**src/rtl/ptm_pkg.sv**
```systemverilog
package ptm_pkg;

  typedef enum logic [1:0] {
    MEAS_RISE   = 2'b00,
    MEAS_FALL   = 2'b01,
    MEAS_WIDTH  = 2'b10,
    MEAS_WIDTH2 = 2'b11
  } measSel_e;

  // strobes from control to datapath, one set per cycle
  typedef struct packed {
    logic countEn;      // selected tick while running
    logic capture;      // qualifying edge while running
    logic restart;      // first cycle of a run
    logic levelBefore;  // synchronized level before the current edge
  } dpStrobes_t;

endpackage

```
**src/rtl/ptm_ctrl.sv**
```systemverilog
module ptm_ctrl
  import ptm_pkg::*;
#(
  parameter int NUM_SRC     = 4,
  parameter int SEL_W       = 2,
  parameter int SYNC_STAGES = 2
) (
  input  logic               clk,
  input  logic               rst_n,
  input  logic               modeWrEn,
  input  logic [1:0]         modeWrMeas,
  input  logic [SEL_W-1:0]   modeWrSrc,
  input  logic               runIn,
  input  logic [NUM_SRC-1:0] tickIn,
  input  logic               measIn,
  input  logic               wrapHit,
  output dpStrobes_t         strobes,
  output logic [1:0]         cfgMeas,
  output logic [SEL_W-1:0]   cfgSrc,
  output logic               irqReq,
  output logic               ovfFlag
);

  logic [SYNC_STAGES-1:0] syncChain;
  logic prevLvl;
  logic syncLvl;
  logic runQ;
  logic firstPend;
  logic clrPend;
  logic tickSel;
  logic qualEdge;
  logic riseSeen;
  logic fallSeen;
  logic startNow;
  logic active;
  logic sameCfg;

  // input synchronizer, depth set by parameter
  generate
    if (SYNC_STAGES == 1) begin : g_sync1
      always_ff @(posedge clk or negedge rst_n) begin
        if (!rst_n) syncChain <= '0;
        else        syncChain <= measIn;
      end
    end else begin : g_syncN
      always_ff @(posedge clk or negedge rst_n) begin
        if (!rst_n) syncChain <= '0;
        else        syncChain <= {syncChain[SYNC_STAGES-2:0], measIn};
      end
    end
  endgenerate

  assign syncLvl = syncChain[SYNC_STAGES-1];

  always_ff @(posedge clk or negedge rst_n) begin
    if (!rst_n) begin
      prevLvl <= 1'b0;
      runQ    <= 1'b0;
    end else begin
      prevLvl <= syncLvl;
      runQ    <= runIn;
    end
  end

  assign riseSeen = syncLvl & ~prevLvl;
  assign fallSeen = ~syncLvl & prevLvl;
  assign startNow = runIn & ~runQ;
  assign active   = runIn & runQ;

  always_comb begin
    tickSel = 1'b0;
    for (int i = 0; i < NUM_SRC; i++) begin
      if (cfgSrc == i[SEL_W-1:0]) tickSel = tickIn[i];
    end
  end

  always_comb begin
    unique case (measSel_e'(cfgMeas))
      MEAS_RISE: qualEdge = riseSeen;
      MEAS_FALL: qualEdge = fallSeen;
      default:   qualEdge = riseSeen | fallSeen;
    endcase
  end

  always_comb begin
    strobes.countEn     = active & tickSel;
    strobes.capture     = active & qualEdge;
    strobes.restart     = startNow;
    strobes.levelBefore = prevLvl;
  end

  assign sameCfg = (modeWrMeas == cfgMeas) && (modeWrSrc == cfgSrc);

  // configuration register: locked while running
  always_ff @(posedge clk or negedge rst_n) begin
    if (!rst_n) begin
      cfgMeas <= '0;
      cfgSrc  <= '0;
    end else if (modeWrEn && !runIn) begin
      cfgMeas <= modeWrMeas;
      cfgSrc  <= modeWrSrc;
    end
  end

  // first edge after a start only primes the capture register
  always_ff @(posedge clk or negedge rst_n) begin
    if (!rst_n)               firstPend <= 1'b0;
    else if (startNow)        firstPend <= 1'b1;
    else if (strobes.capture) firstPend <= 1'b0;
  end

  // overflow clear waits for the next selected tick after the write
  always_ff @(posedge clk or negedge rst_n) begin
    if (!rst_n)                              clrPend <= 1'b0;
    else if (modeWrEn && runIn && sameCfg)   clrPend <= 1'b1;
    else if (clrPend && strobes.countEn)     clrPend <= 1'b0;
  end

  always_ff @(posedge clk or negedge rst_n) begin
    if (!rst_n)                           ovfFlag <= 1'b0;
    else if (wrapHit)                     ovfFlag <= 1'b1;
    else if (clrPend && strobes.countEn)  ovfFlag <= 1'b0;
  end

  always_ff @(posedge clk or negedge rst_n) begin
    if (!rst_n) irqReq <= 1'b0;
    else        irqReq <= (strobes.capture & ~firstPend) | wrapHit;
  end

endmodule

```
**src/rtl/ptm_datapath.sv**
```systemverilog
module ptm_datapath
  import ptm_pkg::*;
#(
  parameter int CNT_W = 16
) (
  input  logic             clk,
  input  logic             rst_n,
  input  dpStrobes_t       strobes,
  output logic [CNT_W-1:0] capVal,
  output logic             capLevel,
  output logic             wrapHit
);

  localparam logic [CNT_W-1:0] CNT_MAX = '1;
  localparam logic [CNT_W-1:0] CNT_ONE = CNT_W'(1);

  logic [CNT_W-1:0] cnt;

  assign wrapHit = strobes.countEn && (cnt == CNT_MAX);

  always_ff @(posedge clk or negedge rst_n) begin
    if (!rst_n) begin
      cnt <= '0;
    end else if (strobes.restart) begin
      cnt <= '0;
    end else if (strobes.capture) begin
      // a tick coinciding with the edge belongs to the new interval
      cnt <= strobes.countEn ? CNT_ONE : '0;
    end else if (strobes.countEn) begin
      cnt <= cnt + CNT_ONE;
    end
  end

  always_ff @(posedge clk or negedge rst_n) begin
    if (!rst_n) begin
      capVal   <= '0;
      capLevel <= 1'b0;
    end else if (strobes.capture) begin
      capVal   <= cnt;
      capLevel <= strobes.levelBefore;
    end
  end

endmodule

```
**src/rtl/pulse_meas_timer.sv**
```systemverilog
module pulse_meas_timer
  import ptm_pkg::*;
#(
  parameter int CNT_W       = 16,
  parameter int NUM_SRC     = 4,
  parameter int SYNC_STAGES = 2,
  parameter int SEL_W       = (NUM_SRC > 1) ? $clog2(NUM_SRC) : 1
) (
  input  logic               clk,
  input  logic               rst_n,
  input  logic               modeWrEn,
  input  logic [1:0]         modeWrMeas,
  input  logic [SEL_W-1:0]   modeWrSrc,
  input  logic               runIn,
  input  logic [NUM_SRC-1:0] tickIn,
  input  logic               measIn,
  output logic [1:0]         cfgMeas,
  output logic [SEL_W-1:0]   cfgSrc,
  output logic [CNT_W-1:0]   capVal,
  output logic               capLevel,
  output logic               irqReq,
  output logic               ovfFlag
);

  dpStrobes_t strobes;
  logic       wrapHit;

  ptm_ctrl #(
    .NUM_SRC    (NUM_SRC),
    .SEL_W      (SEL_W),
    .SYNC_STAGES(SYNC_STAGES)
  ) u_ctrl (
    .clk       (clk),
    .rst_n     (rst_n),
    .modeWrEn  (modeWrEn),
    .modeWrMeas(modeWrMeas),
    .modeWrSrc (modeWrSrc),
    .runIn     (runIn),
    .tickIn    (tickIn),
    .measIn    (measIn),
    .wrapHit   (wrapHit),
    .strobes   (strobes),
    .cfgMeas   (cfgMeas),
    .cfgSrc    (cfgSrc),
    .irqReq    (irqReq),
    .ovfFlag   (ovfFlag)
  );

  ptm_datapath #(
    .CNT_W(CNT_W)
  ) u_dp (
    .clk     (clk),
    .rst_n   (rst_n),
    .strobes (strobes),
    .capVal  (capVal),
    .capLevel(capLevel),
    .wrapHit (wrapHit)
  );

endmodule

```
**config.mk**
```make
export PLATFORM = sky130hd
export DESIGN_NAME = pulse_meas_timer
export DESIGN_NICKNAME = d
export VERILOG_FILES = /design/src/rtl/ptm_pkg.sv /design/src/rtl/ptm_ctrl.sv /design/src/rtl/ptm_datapath.sv /design/src/rtl/pulse_meas_timer.sv
export SDC_FILE = /design/constraint.sdc
export NUM_CORES = 1
export LEC_CHECK = 0
export ABC_AREA = 1
export CAP_MARGIN = 20
export CORE_UTILIZATION = 57
export DETAILED_ROUTE_END_ITERATION = 7
export MAX_ROUTING_LAYER = met4
export PLACE_DENSITY = 0.84
export SKIP_CTS_REPAIR_TIMING = 1
export SYNTH_ARGS = -nofsm -noshare
export SYNTH_HDL_FRONTEND = slang
export SYNTH_SLANG_ARGS = --single-unit
```
**constraint.sdc**
```tcl
create_clock -name clk -period 2.3 [get_ports clk]
set_input_delay 0.46 -clock clk [delete_from_list [all_inputs] [get_ports clk]]
set_output_delay 0.46 -clock clk [all_outputs]
set_load 0.01 [all_outputs]
```
==> out/qor.txt, run 1 <==
Hold Path Class - in2async
crit path launch type - register
FF+latch count, synth - 45
CP max FO - 5
Seq pwr share - 50.3%
maximum VDD drop - 0.5382 mV
PwrDens - 643.1 mW/mm^2
I/O pin count - 36
row cnt - 22
initial antenna violation count - 0
Net Sw Frac - 26.05%
vias in the first global route - 1740
Max-Cap Viols - 0
CTS Buffer Depth - 2
via/cell ratio - 5.097
Pre-antenna DRT Iters - 5
post-route design area - 0.002758 sq mm
port bufs - 35
Clk network pwr share - 31.9%
post-synth top area share - 49.72%
synthesized area - 0.002265 sq mm
Leak - 1.296 nW
met3 Use GR - 5.282%
syn_nets - 289
Psw - 0.0004620 W
post-synthesis sequential area ratio - 49.72%
CP Capture Type - output port
top post-synthesis cells by area - dfrtp_1, nand2_1, inv_1
H-tree levels - 2
Max-slew headroom - 62.49%
worst stage delay on the critical path - 0.58 ns
Tot GR Track Use - 25.68%
Worst Path Buf+Inv - 1
outcome - finished, final reports clean
gpl congestion - 0.9002
grt met1 use - 34.34%
WP data required - 1.84 ns
slew at the pin closest to its max-slew limit - 0.5627 ns
CTS tree - yes
Ys Warns - 0
drt drc - 0
die width - 65.03 microns
CP Class - reg2out
Critical Path AT - 1.34 ns
slowest CP cell - clkdlybuf4s50_1
Post-Syn Area per Cell - 8.296 sq um
clock latency on the worst-skew pair - 0.30 ns
clock skew - 0.005258 ns
area grow syn2layout - 21.77%
total CTS buffers - 5
Pint - 0.001312 W
CTS Sinks - 45
Ant. Diodes - 0
largest net degree at the start of global routing - 46
final worst setup slack - 0.4965 ns
CTS root buffer - clkbuf_8
Mapped Cells - 273
die footprint - 0.004229 sq mm
global-route wire length before repair - 7859 microns
critical path, cell by cell - clkdlybuf4s50_1
min cycle time layout - 1.804 ns
number of distinct library cells after synthesis - 28
Slew Viols, Final - 0
Hold Fails Final Rpt - 0
share of cells above drive strength 1 - 12.82%
placed standard-cell area - 0.002654 sq mm
DP Worst Slack - 0.2189 ns
Via Count - 1835
Core ar. - 0.003744 sq mm
number of DRC markers in iteration 0 - 135
met2 Use GR - 38.93%
Sum Neg Setup Slack - 0 ns
post-synth top area cell - dfrtp_1
Antenna Nets Post-Route - 0
Initial Utilization - 60.49%
setup violators final - 0
Final Cycle Share - 78.41%
WL/cell - 12.74 microns
die height - 65.03 microns
Crit path max-delay family - buffers and inverters
total gr overflow - 0
Routed WL - 4587 microns
unrepaired setup endpoints after global routing - false
Top Usage Layer GRT - met2
Final nets - 328
Reg clk slew, reported paths - 0.08 ns
Logic pwr share - 17.8%
post-DP HPWL - 3437 microns
fmax - 0.5545 GHz
-- Yosys cell counts (all sizes together) --
cell type,instances
clkbuf,2
o21ai,33
buf,4
nand4,5
xor2,1
nand3,16
ha,3
a211oi,1
xnor2,1
a21oi,12
o22ai,1
nor2,21
dfrtp,45
inv,41
nand2,81
nor3,6
-- path summary, 6_finish.rpt --
check / slack (ns) / startpoint / cells after the start / endpoint
min in group clk: 0.35 / u_ctrl.syncChain[0]$_DFF_PN0_ / 0 / u_ctrl.syncChain[1]$_DFF_PN0_
max: 0.50 / u_ctrl.cfgMeas[1]$_DFFE_PN0P_ / 1 / cfgMeas[1]
max in group asynchronous: 1.68 / rst_n / 2 / u_ctrl.runQ$_DFF_PN0_
min: 0.24 / rst_n / 2 / u_ctrl.cfgSrc[0]$_DFFE_PN0P_
max reg2reg: 0.53 / u_ctrl.prevLvl$_DFF_PN0_ / 10 / u_dp.cnt[8]$_DFFE_PN0P_
min reg2reg: 0.35 / u_ctrl.syncChain[0]$_DFF_PN0_ / 0 / u_ctrl.syncChain[1]$_DFF_PN0_
-- stage by stage --
step           power (W)  hold slack, ns  utilization (%)  std cells
6_report        0.001774          0.2358            73.66        360
5_1_grt         0.001849          0.2905            73.66        360
4_1_cts         0.001782          0.2551            73.66        360
3_5_place_dp    0.001224          0.3358            70.89        353
3_3_place_gp    0.001213          0.3340            70.89        353
2_1_floorplan   0.001068          0.1644                -        273
-- worst reg2reg max path, cell delays in order, from the launching register on --
cell and delay, ns:
dfrtp_1 0.36, inv_1 0.05, ha_1 0.34, a21oi_4 0.18
nand2_4 0.14, nand2_4 0.10, inv_2 0.08, nand2_4 0.15
inv_1 0.12, nand2_1 0.07, o21ai_1 0.06
-- final cells by class --
class / instances / area [sq um]
inverters: 41 / 153.9
multi-input cells: 181 / 945.9
well taps: 48 / 60.06
flip-flops and latches: 45 / 1126
repair buffers: 38 / 367.9
fillers: 305 / 985.9
clock inverters: 2 / 35.03
clock buffers: 5 / 68.82
-- power by group through the flow --
stage | clock network, W | logic (W) | registers, W
3_3_place_gp | 0 | 0.000309 | 0.000905
5_1_grt | 0.000603 | 0.000347 | 0.000899
4_1_cts | 0.000571 | 0.000318 | 0.000892
3_5_place_dp | 0 | 0.000317 | 0.000907
6_report | 0.000566 | 0.000315 | 0.000892
2_1_floorplan | 0 | 0.000146 | 0.000922
-- kinds of logic after synthesis --
kind of cell | Yosys count | share of synthesized area [%]
and+or+nand+nor | 129 | 27.46
buffers and inverters | 47 | 8.508
AOI/OAI and AO/OA | 47 | 11.88
adders and majority gates | 3 | 1.658
xor gates and xnor gates | 2 | 0.7736
DFF | 45 | 49.72
-- metal layers --
| metal | part of all wire [%] | wire length, microns |
|---|---|---|
| met5 | 0 | 0 |
| met1 | 48 | 2190 |
| met3 | 3.4 | 158 |
| met2 | 47 | 2171 |
| met4 | 1.4 | 66 |
-- flip-flops by register name, indices dropped and copies added, names as in the netlist --
name / flops
u_dp.capVal: 16
u_dp.cnt: 16
u_ctrl.cfgMeas: 2
u_ctrl.cfgSrc: 2
u_ctrl.syncChain: 2
u_ctrl.clrPend: 1
u_ctrl.firstPend: 1
u_ctrl.irqReq: 1
u_ctrl.ovfFlag: 1
u_ctrl.prevLvl: 1
u_ctrl.runQ: 1
u_dp.capLevel: 1
-- placed cells by master (no fill, tap or decap), types with 6 or more instances in the layout --
| master | netlist | routed |
|---|---|---|
| o21ai_0 | 25 | 25 |
| inv_1 | 37 | 37 |
| nor3_1 | 6 | 6 |
| nand2_1 | 72 | 72 |
| o21ai_1 | 7 | 7 |
| nand3_1 | 12 | 12 |
| dfrtp_1 | 45 | 45 |
| a21oi_1 | 7 | 7 |
| nor2_1 | 15 | 15 |
| clkdlybuf4s50_1 | 0 | 34 |
Power figures use the tool's default switching activity.
==> inputs of run 2 (changes only) <==
--- a/config.mk
+++ b/config.mk
@@ -7,10 +7,10 @@
 export LEC_CHECK = 0
 export ABC_AREA = 1
 export CAP_MARGIN = 20
-export CORE_UTILIZATION = 57
+export CORE_UTILIZATION = 53
 export DETAILED_ROUTE_END_ITERATION = 7
 export MAX_ROUTING_LAYER = met4
-export PLACE_DENSITY = 0.84
+export PLACE_DENSITY = 0.79
 export SKIP_CTS_REPAIR_TIMING = 1
 export SYNTH_ARGS = -nofsm -noshare
 export SYNTH_HDL_FRONTEND = slang
==> constraint.sdc (replaced) <==
create_clock -name clk -period 1.9 [get_ports clk]
set_input_delay 0.38 -clock clk [delete_from_list [all_inputs] [get_ports clk]]
set_output_delay 0.38 -clock clk [all_outputs]
set_load 0.01 [all_outputs]
==> out/qor.txt, run 2 (same netlist as run 1, synthesis figures left out) <==
outcome - finished, final reports clean
Worst Path Buf+Inv - 1
Final Cycle Share - 90.27%
global-route wire length before repair - 7962 microns
Hold Path Class - in2async
area of the multi-input gates - 945.9 sq um
setup violators final - 0
CTS Buffer Depth - 2
CP max FO - 5
total CTS buffers - 5
Ant. Diodes - 0
slowest CP cell - clkdlybuf4s50_1
Core ar. - 0.004058 sq mm
largest net degree at the start of global routing - 46
Crit path max-delay family - buffers and inverters
largest registers - u_dp.capVal x16, u_dp.cnt x16
row cnt - 23
Initial Utilization - 55.81%
final core occ - 68.27%
post-DP HPWL - 3403 microns
Antenna Nets Post-Route - 0
WL/cell - 12.74 microns
share of cells above drive strength 1 - 13.06%
WP data required - 1.52 ns
FILL cells - 358
grt met1 use - 30.14%
Top Usage Layer GRT - met2
post-route design area - 0.002770 sq mm
die width - 67.37 microns
PwrDens - 745.1 mW/mm^2
maximum VDD drop - 0.5168 mV
CP Class - reg2out
die height - 67.37 microns
initial antenna violation count - 0
area grow syn2layout - 22.32%
CTS tree - yes
CTS root buffer - clkbuf_8
met3 Use GR - 6.250%
worst stage delay on the critical path - 0.59 ns
total gr overflow - 0
Reg clk slew, reported paths - 0.08 ns
die footprint - 0.004538 sq mm
slew at the pin closest to its max-slew limit - 0.2611 ns
unrepaired setup endpoints after global routing - false
Critical Path AT - 1.34 ns
Routed WL - 4637 microns
vias in the first global route - 1752
placed standard-cell area - 0.002684 sq mm
Leak - 1.300 nW
H-tree levels - 2
critical path, cell by cell - clkdlybuf4s50_1
CP Capture Type - output port
via/cell ratio - 5.082
fmax - 0.5831 GHz
min cycle time layout - 1.715 ns
I/O pin count - 36
Pre-antenna DRT Iters - 4
gpl congestion - 0.8804
Via Count - 1850
port bufs - 35
clock skew - 0.005911 ns
clock latency on the worst-skew pair - 0.29 ns
drt drc - 0
Slew Viols, Final - 0
commonest cells after routing, fill and taps aside - nand2_1, dfrtp_1, inv_1
number of DRC markers in iteration 0 - 144
Hold Fails Final Rpt - 0
crit path launch type - register
Tot GR Track Use - 24.55%
register area - 0.001126 sq mm
Final nets - 330
Max-Cap Viols - 0
commonest non-fill, non-tap cell in the layout - nand2_1
CTS Sinks - 45
met2 Use GR - 40.13%
Max-slew headroom - 82.41%
## run 2: changes by cell type in the layout (fill, tap and decap cells not counted)
cell / previous run / this run
buf_12: 0 / 1
clkinv_2: 1 / 0
buf_4: 3 / 4
bufinv_16: 1 / 0
clkbuf_1: 0 / 1
clkbuf_8: 5 / 6
## run 2: worst paths after layout
check,from,end,slack (ns),depth (start not counted)
worst min register to register,u_ctrl.syncChain[0]$_DFF_PN0_,u_ctrl.syncChain[1]$_DFF_PN0_,0.35,0
worst max-delay path,u_ctrl.cfgSrc[0]$_DFFE_PN0P_,cfgSrc[0],0.18,1
min in group clk,u_ctrl.syncChain[0]$_DFF_PN0_,u_ctrl.syncChain[1]$_DFF_PN0_,0.35,0
worst min-delay path,rst_n,u_dp.cnt[2]$_DFFE_PN0P_,0.05,2
max in group asynchronous,rst_n,u_dp.cnt[8]$_DFFE_PN0P_,1.64,2
worst max register to register,u_ctrl.prevLvl$_DFF_PN0_,u_dp.cnt[8]$_DFFE_PN0P_,0.22,10
## run 2: area by class of cell
type	instances	share of cell area (%)
multi-input combinational	181	34.15
sequential	45	40.65
inverter	41	5.556
timing repair buffer	40	14.27
clock buffer	7	3.117
tap	50	2.258
## run 2: per-stage QoR
| stage | hold slack, ns | instances | setup WS, ns | power [W] | setup TNS [ns] |
|---|---|---|---|---|---|
| floorplan | 0.08441 | 273 | 0.4019 | 0.001293 | 0 |
| global placement | 0.3348 | 357 | 0.07082 | 0.001479 | 0 |
| global route | 0.06377 | 364 | 0.1208 | 0.002171 | 0 |
| CTS | 0.06031 | 364 | 0.1815 | 0.002081 | 0 |
| detailed placement | 0.3389 | 357 | -0.06338 | 0.001488 | -0.2124 |
| finish | 0.05308 | 364 | 0.1849 | 0.002064 | 0 |
## run 2: per-layer routing
metal | vias to the layer above | share of wire (%) | wire length, microns
li1 | 946 | - | -
met1 | 842 | 45 | 2104
met2 | 53 | 49 | 2256
met3 | 9 | 4.8 | 221
met4 | 0 | 1.2 | 55
met5 | - | 0 | 0
## run 2: where the power goes
group | switching, W | internal, W
clock | 0.000308 | 0.000289
combinational | 0.000204 | 0.000183
sequential | 0.0000501 | 0.00103
## run 2: worst reg2reg max path, cell delays in order, from the launching register on
cell and delay (ns):
dfrtp_1 0.37, inv_1 0.06, ha_1 0.33, a21oi_4 0.18, nand2_4 0.08, nand2_4 0.08
inv_2 0.05, nand2_4 0.13, inv_1 0.13, nand2_1 0.08, o21ai_1 0.07
==> inputs of run 3 (changes only) <==
--- a/config.mk
+++ b/config.mk
@@ -7,6 +7,7 @@
 export LEC_CHECK = 0
 export ABC_AREA = 1
 export CAP_MARGIN = 20
+export CORE_MARGIN = 2
 export CORE_UTILIZATION = 53
 export DETAILED_ROUTE_END_ITERATION = 7
 export MAX_ROUTING_LAYER = met4
==> out/qor.txt, run 3 (same netlist as run 1, synthesis figures left out) <==
outcome - finished, final reports clean
Worst Path Buf+Inv - 1
total CTS buffers - 5
commonest cells after routing, fill and taps aside - nand2_1, dfrtp_1, inv_1
share of cells above drive strength 1 - 13.65%
area grow syn2layout - 22.87%
area of the multi-input gates - 945.9 sq um
hold slack - 0.1463 ns
Crit path max-delay family - buffers and inverters
unrepaired setup endpoints after global routing - false
CP Class - reg2out
Post-Layout Cell Count - 365
maximum VDD drop - 0.5242 mV
largest registers - u_dp.capVal x16, u_dp.cnt x16
Final nets - 331
row cnt - 23
I/O pin count - 36
total gr overflow - 0
fmax - 0.5819 GHz
Seq pwr share - 49.7%
Tot GR Track Use - 22.38%
Ant. Diodes - 0
port bufs - 35
die height - 69.37 microns
clock skew - 0.005601 ns
initial antenna violation count - 0
commonest non-fill, non-tap cell in the layout - nand2_1
number of DRC markers in iteration 0 - 119
WP data required - 1.52 ns
Initial Utilization - 55.81%
min cycle time layout - 1.718 ns
Pint - 0.001594 W
Pre-antenna DRT Iters - 4
Leak - 1.310 nW
Max-slew headroom - 62.06%
H-tree levels - 2
PwrDens - 779.3 mW/mm^2
CTS Sinks - 45
Via Count - 1885
WL/cell - 13.07 microns
post-DP HPWL - 3474 microns
setup violators final - 0
via/cell ratio - 5.164
CTS root buffer - clkbuf_8
clock latency on the worst-skew pair - 0.30 ns
critical path, cell by cell - clkdlybuf4s50_1
CTS Buffer Depth - 2
Reg clk slew, reported paths - 0.08 ns
CP max FO - 5
Core ar. - 0.004058 sq mm
Pwr Total - 0.002168 W
R2R setup slack - 0.29 ns
Logic pwr share - 17.8%
CP Capture Type - output port
CTS tree - yes
Antenna Nets Post-Route - 0
Placed Cells - 358
largest net degree at the start of global routing - 46
global-route wire length before repair - 8355 microns
die footprint - 0.004812 sq mm
Net Sw Frac - 26.48%
drt drc - 0
Critical Path AT - 1.34 ns
worst stage delay on the critical path - 0.58 ns
slowest CP cell - clkdlybuf4s50_1
Slew Viols, Final - 0
Routed WL - 4771 microns
crit path launch type - register
slew at the pin closest to its max-slew limit - 0.5690 ns
gpl congestion - 0.8722
vias in the first global route - 1799
Psw - 0.0005743 W
die width - 69.37 microns
register area - 0.001126 sq mm
Final Cycle Share - 90.44%
Clk network pwr share - 32.5%
Hold Fails Final Rpt - 0
Max-Cap Viols - 0
FILL cells - 338
Hold Path Class - in2async
==> run 3: power groups by stage <==
stage	clock network [W]	logic, W	registers, W
floorplan	0	0.000176	0.00112
global placement	0	0.000381	0.00110
detailed placement	0	0.000388	0.00110
CTS	0.000720	0.000390	0.00108
global route	0.000763	0.000427	0.00109
finish	0.000705	0.000385	0.00108
==> run 3: path summary, 6_finish.rpt <==
check,start,end,depth (start not counted)
max,u_ctrl.cfgMeas[1]$_DFFE_PN0P_,cfgMeas[1],1
min,rst_n,u_dp.capVal[7]$_DFFE_PN0P_,2
max reg2reg,u_ctrl.prevLvl$_DFF_PN0_,u_dp.cnt[8]$_DFFE_PN0P_,10
min reg2reg,u_ctrl.syncChain[0]$_DFF_PN0_,u_ctrl.syncChain[1]$_DFF_PN0_,0
max in group asynchronous,rst_n,u_ctrl.prevLvl$_DFF_PN0_,2
min in group clk,u_ctrl.syncChain[0]$_DFF_PN0_,u_ctrl.syncChain[1]$_DFF_PN0_,0
==> run 3: routing by layer <==
metal	up-vias	part of all wire (%)	global-route usage, %
met5	-	0	-
met3	8	5.3	4.651
li1	945	-	-
met4	0	1.8	8.279
met2	67	47	33.97
met1	865	46	29.79
==> run 3: area by class of cell <==
cell class                 instances  area share, %
sequential                        45          40.47
multi-input combinational        181          33.99
timing repair buffer              41          14.03
inverter                          41          5.531
clock buffer                       5          2.473
tap                               50          2.248
clock inverter                     2          1.259
==> run 3: stage by stage <==
stage | util (%) | area (sq um) | setup TNS (ns) | setup WS [ns]
after floorplan | - | 2265 | 0 | 0.4019
after global placement | 66.02 | 2679 | 0 | 0.08236
after detailed placement | 66.02 | 2679 | -0.001777 | -0.001777
after CTS | 68.58 | 2783 | 0 | 0.1731
after global routing | 68.58 | 2783 | 0 | 0.1339
final | 68.58 | 2783 | 0 | 0.1816
